`src/rtl/da_fir_pkg.sv`:
```
package da_fir_pkg;
  typedef enum logic [1:0] {
    ST_IDLE = 2'd0,
    ST_RUN  = 2'd1,
    ST_HOLD = 2'd2
  } fir_state_e;
endpackage

```
`src/rtl/da_fir_tables.sv`:
```
module da_fir_tables #(
  parameter int NTAB = 2,
  parameter int TPT  = 4,
  parameter int EW   = 10,
  localparam int DEPTH = 1 << TPT,
  localparam int TOTAL = NTAB * DEPTH
) (
  input  logic                 clk,
  input  logic                 rst_n,
  input  logic                 shift_en,
  input  logic [EW-1:0]        shift_in,
  input  logic [NTAB*TPT-1:0]  addr,
  output logic [NTAB*EW-1:0]   rd_data
);
  logic [EW-1:0] mem [TOTAL];

  // one chain across all tables: entry 0 of table 0 is the bottom
  always_ff @(posedge clk or negedge rst_n) begin
    if (!rst_n) begin
      for (int i = 0; i < TOTAL; i++) mem[i] <= '0;
    end else if (shift_en) begin
      for (int i = 0; i < TOTAL - 1; i++) mem[i] <= mem[i+1];
      mem[TOTAL-1] <= shift_in;
    end
  end

  for (genvar t = 0; t < NTAB; t++) begin : g_rd
    assign rd_data[t*EW +: EW] = mem[t*DEPTH + int'(addr[t*TPT +: TPT])];
  end
endmodule

```
`src/rtl/da_fir_tapline.sv`:
```
module da_fir_tapline #(
  parameter int NTAPS = 8,
  parameter int SW    = 8,
  localparam int BIT_W = (SW > 1) ? $clog2(SW) : 1
) (
  input  logic             clk,
  input  logic             rst_n,
  input  logic             push,
  input  logic [SW-1:0]    sample,
  input  logic [BIT_W-1:0] bsel,
  output logic [NTAPS-1:0] slice
);
  logic [SW-1:0] taps [NTAPS];

  always_ff @(posedge clk or negedge rst_n) begin
    if (!rst_n) begin
      for (int i = 0; i < NTAPS; i++) taps[i] <= '0;
    end else if (push) begin
      taps[0] <= sample;
      for (int i = 1; i < NTAPS; i++) taps[i] <= taps[i-1];
    end
  end

  for (genvar i = 0; i < NTAPS; i++) begin : g_slice
    assign slice[i] = taps[i][bsel];
  end
endmodule

```
`src/rtl/da_fir_shacc.sv`:
```
module da_fir_shacc #(
  parameter int SUM_W = 11,
  parameter int SW    = 8,
  localparam int ACC_W = SUM_W + SW
) (
  input  logic             clk,
  input  logic             rst_n,
  input  logic             clear,
  input  logic             step,
  input  logic             sign_bit,
  input  logic [SUM_W-1:0] psum,
  output logic [ACC_W-1:0] acc
);
  logic signed [ACC_W-1:0] ext, weighted, nxt;

  always_comb begin
    ext      = {{(ACC_W-SUM_W){psum[SUM_W-1]}}, psum};
    weighted = ext <<< (SW - 1);
    if (sign_bit) nxt = ($signed(acc) >>> 1) - weighted;
    else          nxt = ($signed(acc) >>> 1) + weighted;
  end

  always_ff @(posedge clk or negedge rst_n) begin
    if (!rst_n)     acc <= '0;
    else if (clear) acc <= '0;
    else if (step)  acc <= nxt;
  end
endmodule

```
`src/rtl/da_fir_reload.sv`:
```
module da_fir_reload #(
  parameter int SW    = 8,
  parameter int CW    = 8,
  parameter int NTAPS = 8,
  localparam int TPT   = 4,
  localparam int NTAB  = NTAPS / TPT,
  localparam int EW    = CW + 2,
  localparam int SUM_W = EW + ((NTAB > 1) ? $clog2(NTAB) : 0),
  localparam int ACC_W = SUM_W + SW,
  localparam int BIT_W = (SW > 1) ? $clog2(SW) : 1
) (
  input  logic             clk,
  input  logic             rst_n,
  input  logic             in_valid,
  output logic             in_ready,
  input  logic [SW-1:0]    in_sample,
  output logic             out_valid,
  input  logic             out_ready,
  output logic [ACC_W-1:0] out_result,
  input  logic             load_en,
  input  logic [EW-1:0]    load_word
);
  import da_fir_pkg::*;

  fir_state_e          st;
  logic [BIT_W-1:0]    bcnt;
  logic                accept, step, last;
  logic [NTAPS-1:0]    slice;
  logic [NTAB*EW-1:0]  rd_data;
  logic [SUM_W-1:0]    psum;

  assign in_ready  = (st == ST_IDLE) && !load_en;
  assign accept    = in_valid && in_ready;
  assign step      = (st == ST_RUN) && !load_en;
  assign last      = (bcnt == BIT_W'(SW - 1));
  assign out_valid = (st == ST_HOLD);

  always_ff @(posedge clk or negedge rst_n) begin
    if (!rst_n) begin
      st   <= ST_IDLE;
      bcnt <= '0;
    end else if (accept) begin
      st   <= ST_RUN;
      bcnt <= '0;
    end else if (step) begin
      if (last) st <= ST_HOLD;
      else      bcnt <= bcnt + 1'b1;
    end else if (st == ST_HOLD && out_ready && !load_en) begin
      st <= ST_IDLE;
    end
  end

  da_fir_tapline #(.NTAPS(NTAPS), .SW(SW)) u_taps (
    .clk(clk), .rst_n(rst_n), .push(accept), .sample(in_sample),
    .bsel(bcnt), .slice(slice)
  );

  da_fir_tables #(.NTAB(NTAB), .TPT(TPT), .EW(EW)) u_tab (
    .clk(clk), .rst_n(rst_n), .shift_en(load_en), .shift_in(load_word),
    .addr(slice), .rd_data(rd_data)
  );

  // add the partial sums of all tables
  always_comb begin
    psum = '0;
    for (int t = 0; t < NTAB; t++)
      psum = psum + {{(SUM_W-EW){rd_data[t*EW+EW-1]}}, rd_data[t*EW +: EW]};
  end

  da_fir_shacc #(.SUM_W(SUM_W), .SW(SW)) u_acc (
    .clk(clk), .rst_n(rst_n), .clear(accept), .step(step),
    .sign_bit(last), .psum(psum), .acc(out_result)
  );
endmodule

```
`config.mk`:
```
export PLATFORM = sky130hd
export DESIGN_NAME = da_fir_reload
export DESIGN_NICKNAME = d
export VERILOG_FILES = /design/src/rtl/da_fir_pkg.sv /design/src/rtl/da_fir_tables.sv /design/src/rtl/da_fir_tapline.sv /design/src/rtl/da_fir_shacc.sv /design/src/rtl/da_fir_reload.sv
export SDC_FILE = /design/constraint.sdc
export NUM_CORES = 1
export LEC_CHECK = 0
export ABC_AREA = 1
export BUFFER_PORTS_ARGS = -buffer_cell sky130_fd_sc_hd__buf_2
export CAP_MARGIN = 20
export CORE_ASPECT_RATIO = 0.7
export CORE_MARGIN = 5
export CORE_UTILIZATION = 57
export CTS_CLUSTER_DIAMETER = 30
export DETAILED_ROUTE_END_ITERATION = 8
export PLACE_DENSITY = 0.76
export REMOVE_ABC_BUFFERS = 1
export SYNTH_ARGS = -nofsm -noshare
export SYNTH_HDL_FRONTEND = slang
export SYNTH_SLANG_ARGS = --single-unit
```
`constraint.sdc`:
```
create_clock -name clk -period 4.5 [get_ports clk]
set_input_delay 0.9 -clock clk [delete_from_list [all_inputs] [get_ports clk]]
set_output_delay 0.9 -clock clk [all_outputs]
set_load 0.005 [all_outputs]
```
; After elaboration in Yosys (flattened, before gate mapping)
; Index checks and enable logic that the tools add are counted.
[classes]
n_reduce_logical = 11
n_mux = 32
n_addsub = 5
bitwise_logic = 2
order_cmp = 3
n_eq_ne = 5
[ops]
columns = op, n
row1 = 10-bit binary-select mux with 5-bit select, 2
row2 = 32-bit by 6-bit greater-or-equal comparator with 1-bit output (second input constant), 2
row3 = 19-bit 2-to-1 mux, 3
row4 = 10-bit 2-to-1 mux, 4
row5 = 32-bit NOT, 1
row6 = 4-bit NOT with 32-bit output, 1
row7 = 1-bit binary-select mux with 3-bit select, 8
row8 = 18-bit by 18-bit adder with 19-bit output, 1
row9 = 18-bit by 18-bit subtractor with 19-bit output, 1
row10 = 10-bit by 10-bit adder with 11-bit output, 1
row11 = 3-bit 2-to-1 mux, 3
row12 = 1-bit 2-to-1 mux, 8
row13 = 2-bit 2-to-1 mux, 4
row14 = 5-bit by 4-bit adder with 6-bit output (first input constant), 1
row15 = 1-bit logical AND, 5
row16 = 3-bit by 4-bit less-than comparator with 1-bit output (second input constant), 1
row17 = 2-bit AND reduction, 2
row18 = 3-bit by 1-bit adder with 3-bit output (second input constant), 1
row19 = 3-bit == test (second input constant), 1
row20 = 3-bit by 2-bit != test with 1-bit output (second input constant), 1
row21 = 3-bit nonzero test, 1
row22 = 2-bit by 1-bit == test with 1-bit output (second input constant), 1
row23 = 2-bit == test (second input constant), 1
row24 = 2-bit zero test, 1
row25 = 3 further kinds, 3
[word_totals]
out_inout_bits = 21
elab_cells = 101
inputBits = 23
register_bits = 408

; Logic depth before layout (Yosys ltp)
[depth]
depth_word = 12
depth_mapped = 37
depth_no_buf = 34

; Modules after synthesis
; A second synthesis with hierarchy kept.
[hier_totals]
cells_unflattened = 2820
area_unflattened_um2 = 21266.6
[by_module_without_submodules]
columns = module, seq_area_each_um2, instances, cells_per_inst, area_per_inst_um2
row1 = da_fir_tables, 8007.7, 1, 2041, 15703.8
row2 = da_fir_tapline, 1601.5, 1, 420, 3180.6
row3 = da_fir_shacc, 475.5, 1, 222, 1555.2
row4 = da_fir_reload, 125.1, 1, 137, 827.0

; Worst setup path after synthesis
; Ideal clock, no wire load.
[synth_path]
path_kind = register to register
start = register bcnt[0]
end = register u_acc.acc[18]
stages_incl_launch_ff = 31
synth_period_minus_slack_ns = 4.737
setup_ns = 0.118
arrival_time_ns = 4.619
required_ns = 4.382
path_buffers = 5
setup_slack_ns = -0.237
path_cell_list = dfrtp_1 buf_6 buf_6 buf_6 o211ai_2 nand3_2 nand2_2 buf_8 buf_6 nand2_1 o211ai_1 nand3_1 o211ai_1 nand2_1 ha_1 fa_1 nand3_1 nand2_1 nand2_1 nand2_1 nor4b_1 nand3_1 nand2_1 o21ai_0 xnor2_1 ha_1 nand4_1 o311ai_0 nand3_1 nand3_1 nand2_1
[synth_via]
elab_chain_len = 12
word_cells_on_any_way = 32
cone_classes = add/sub: 4 / eq/ne: 1 / mux: 25 / bitwise: 2
[synth_rtl]
columns = item, line_no
row1 = "start, declared", da_fir_reload.sv:26  ; logic [BIT_W-1:0] bcnt;
row2 = "start signal, assigned", da_fir_reload.sv:47  ; else bcnt <= bcnt + 1'b1;
row3 = 1-bit binary-select mux with 3-bit select, da_fir_tapline.sv:25  ; assign slice[i] = taps[i][bsel];
row4 = 1-bit 2-to-1 mux (implied by the code), da_fir_tapline.sv:25
row5 = 5-bit by 4-bit adder with 6-bit output, da_fir_tables.sv:28  ; assign rd_data[t*EW +: EW] = mem[t*DEPTH + int'(addr[t*TPT +: TPT])];
row6 = 32-bit NOT (implied by the code), da_fir_tables.sv:28
row7 = 10-bit binary-select mux with 5-bit select, da_fir_tables.sv:28
row8 = 10-bit 2-to-1 mux (implied by the code) (2 in series), da_fir_tables.sv:28
row9 = 10-bit by 10-bit adder with 11-bit output, da_fir_reload.sv:67  ; psum = psum + {{(SUM_W-EW){rd_data[t*EW+EW-1]}}, rd_data[t*EW +: EW]};
row10 = 18-bit by 18-bit adder with 19-bit output or 18-bit by 18-bit subtractor with 19-bit output (tied branches), "da_fir_shacc.sv:20, da_fir_shacc.sv:19"
row11 = 19-bit 2-to-1 mux (*), da_fir_shacc.sv:19  ; if (sign_bit) nxt = ($signed(acc) >>> 1) - weighted;
row12 = 19-bit 2-to-1 mux (*), da_fir_shacc.sv:26  ; else if (step) acc <= nxt;
row13 = 19-bit 2-to-1 mux (*), da_fir_shacc.sv:25  ; else if (clear) acc <= '0;
row14 = "end signal, assigned", da_fir_shacc.sv:26
row15 = "end, declared", da_fir_shacc.sv:12  ; output logic [ACC_W-1:0] acc
; Mark *: on every way between the ends. The rest lies on a longest branch, timed or not. The select of a mux whose other input is x is not followed.
; A chain may end at the register's enable or synchronous reset.

; Worst setup path in the final report
[layout_path]
start = register bcnt[0]
end = register u_acc.acc[15]
; Same word-level chain as after synthesis.

==> flow_metrics.py <==
metrics = {
    "logic_synthesis": {
        "synthSimpleGateAreaFrac_pct": 16.3,
        "async_reset_ff_share_pct": 100,
        "synth_top_family_by_area": "compound AO/OA/AOI/OAI gates",
        "ys_seq_area_share_pct": 51.7,
        "synth_mux_area_share_pct": 0.456,
        "ys.flop_type": "dfrtp_1",
        "postSynthCellCount": 2416,
        "ys_warn_count": 0,
        "synth_area_um2": 19800,
        "yosysUniqueCellTypes": 42,
        "synth-compound-area-share_pct": 20.3,
        "ys_ff_latch": 408,
        "synthAdderAreaFrac_pct": 1.72,
        "synth-edff-count": 0,
        "synth_xor_area_share_pct": 0.443,
        "syn_area_per_cell_um2": 8.18,
    },
    "die": {
        "rows": 57,
        "die_area_um2": 38500,
        "die_y_um": 166,
        "core_um2": 34400,
        "start_util_pct": 57.4,
        "die_w_um": 233,
        "io_pins": 44,
    },
    "worst_setup_path": {
        "reg2reg_depth": 33,
        "critPathLaunchType": "flop",
        "slowest_delay_ps": 440,
        "critPathRequiredTime_ps": 4950,
        "crit_type": "flop to flop",
        "worstSetupEndpointType": "flop",
        "crit_slowest_cell": "dfrtp_2",
        "path_max_fanout": 13,
        "cp.arrival_ps": 5340,
    },
    "grt": {
        "grt_pass1_wl_mm": 83.0,
        "grt_pass1_vias": 16700,
        "antenna_found_initial": 0,
        "grt_max_degree": 127,
        "grt_usage_pct": 25.9,
        "grt_overflow_total": 0,
    },
    "routing": {
        "routedWlPerCell_um": 16.1,
        "drt-vias-per-instance": 5.56,
        "drc": 0,
        "drt-pass1-iter-count": 5,
        "dr.first_iter.drc_count": 1828,
        "num_vias": 17400,
        "ant_nets": 0,
        "routed_wirelength_mm": 50.4,
    },
    "timing": {
        "relSlewSlack_pct": 27.8,
        "clock.fmax_mhz": 204,
        "worst_pin_slew_ps": 1080,
        "skew_ps": 21.2,
        "min_period_ps": 4890,
        "worst_slack_ps": -390,
        "finalHoldViolCount": 0,
        "final-setup-viol-count": 7,
        "fin_crit_sh_pct": 109,
        "hold-worst-slack_ps": 356,
        "finalMaxSlewViolations": 0,
        "rsz0062_at_grt": "true",
    },
    "clocking": {
        "cts_sinks": 408,
        "cts_root_buf": "clkbuf_16",
        "tritoncts": "yes",
        "ctsLongestPathBuffers": 3,
        "worstSkewPairLatency_ps": 590,
        "clk_pin_slew_ps": 50,
        "cts_hold_buf": 0,
        "htreeDepth": 3,
        "cts_buffers": 69,
    },
    "placement": {
        "gp_congestion": 0.856,
        "portBuffers": 43,
        "place_hpwl_mm": 31.4,
    },
    "run_status": {
        "failed_checks": "negative setup slack",
        "status": "finished with violations",
    },
    "hold_path": {
        "hold_class": "primary input to asynchronous set/reset pin",
    },
    "job": {
        "cap_violations": 0,
    },
    "finish": {
        "diodes": 0,
        "fin_util_pct": 71.7,
        "syn_to_final_growth_pct": 25.0,
        "layout.nets": 2646,
        "drive_above_1_share_pct": 18.6,
    },
}
## synth_stat cells, types with 3 or more instances
cell,count,area share [%]
a32o_1,4,0.20
nand4_1,3,0.095
nand3_2,3,0.15
o22ai_1,7,0.22
xor2_1,6,0.27
nand2_2,5,0.16
buf_4,15,0.57
nor2_1,175,3.3
a21oi_1,281,7.1
ha_1,24,1.5
o21ai_0,325,8.2
buf_1,11,0.21
o21ai_1,35,0.89
clkbuf_1,80,1.5
nor3_1,4,0.10
nand3_1,115,2.9
buf_6,18,1.0
dfrtp_1,408,52
inv_2,4,0.076
o211ai_1,83,3.2
xnor2_1,4,0.18
mux2_2,8,0.46
buf_2,29,0.73
o21bai_1,3,0.11
nand2_1,490,9.3
inv_1,256,4.9
## kinds of logic (layout without fill, tap and decap cells)
group | count (synthesis) | after routing
fa+ha+maj | 26 | 26
xor+xnor | 10 | 10
compound gates | 747 | 747
flops | 408 | 408
mux | 8 | 8
simple gates | 800 | 801
buf+inv | 417 | 651
## worst paths after layout
path	from	endpoint	slack, ps
max	bcnt[0]$_DFFE_PN0P_	u_acc.acc[15]$_DFFE_PN0P_	-390
min	rst_n	u_tab.mem[190]$_DFFE_PN0P_	360
max reg2reg	bcnt[0]$_DFFE_PN0P_	u_acc.acc[15]$_DFFE_PN0P_	-390
min reg2reg	u_tab.mem[196]$_DFFE_PN0P_	u_tab.mem[206]$_DFFE_PN0P_	480
max in group asynchronous	rst_n	bcnt[0]$_DFFE_PN0P_	3160
min in group clk	u_tab.mem[196]$_DFFE_PN0P_	u_tab.mem[206]$_DFFE_PN0P_	480
## flip-flops by register name (all words and copies together), names as in the netlist
register     cells
u_tab.mem      320
u_taps.taps     64
u_acc.acc       19
bcnt             3
st               2
## layout by cell type, fill, tap and decap left out, drive strengths merged, types with 3 or more instances in the layout
| cell type | instances |
|---|---|
| a21oi | 281 |
| a32o | 4 |
| buf | 261 |
| bufinv | 10 |
| clkbuf | 84 |
| clkinv | 14 |
| clkinvlp | 6 |
| dfrtp | 408 |
| ha | 24 |
| inv | 275 |
| mux2 | 8 |
| nand2 | 497 |
| nand3 | 118 |
| nand4 | 3 |
| nor2 | 175 |
| nor3 | 4 |
| o211ai | 84 |
| o21ai | 360 |
| o21bai | 3 |
| o22ai | 7 |
| xnor2 | 4 |
| xor2 | 6 |
## routing by layer
| layer | part of all wire (%) | track usage (%) | vias to the layer above |
|---|---|---|---|
| met5 | 0 | 0 | - |
| met4 | 2.4 | 7.98 | 0 |
| met3 | 6.6 | 5.74 | 94 |
| met2 | 45 | 38.9 | 552 |
| met1 | 46 | 38.1 | 8346 |
| li1 | - | - | 8378 |
## metrics by stage
stage                     setup TNS (ps)  cells  cell area [um^2]  worst slack [ps]
after detailed placement           -3590   2970             21400              -671
after global placement             -2680   2970             21400              -537
after floorplan                   -15580   2262             18900             -1910
after global routing               -4790   3123             24700              -707
after CTS                          -1440   3107             24200              -289
final                              -2270   3123             24700              -390
## worst max-delay path, delay by kind of cell (launching register included)
kind	cells	cell delay, ps
AO/OA/AOI/OAI	11	1460
AND/OR/NAND/NOR	11	1050
adder cells (fa/ha/maj)	3	840
buffers and inverters	7	720
flip-flops	1	440
XOR/XNOR	1	250
## area by class of cell
type	instances	area [um^2]
clock buffer	84	1860
clock inverter	41	552
fill	2527	9750
inverter	263	1000
multi-input combinational	1592	8230
sequential	408	10200
tap	472	591
timing repair buffer	262	2240
timing repair inverter	1	8.76
## timing repair
item / CTS / global route
endpoints found under the setup margin: 7 / 11
setup buffers: 10 / 14
gates cloned: 2 / 2
pin swaps: 18 / 38
endpoints found under the hold margin: 0 / 0
gates resized for setup: 58 / 87
Power is not shown: default switching activity piles up to over one toggle a cycle in this logic, so the estimate is an artifact.
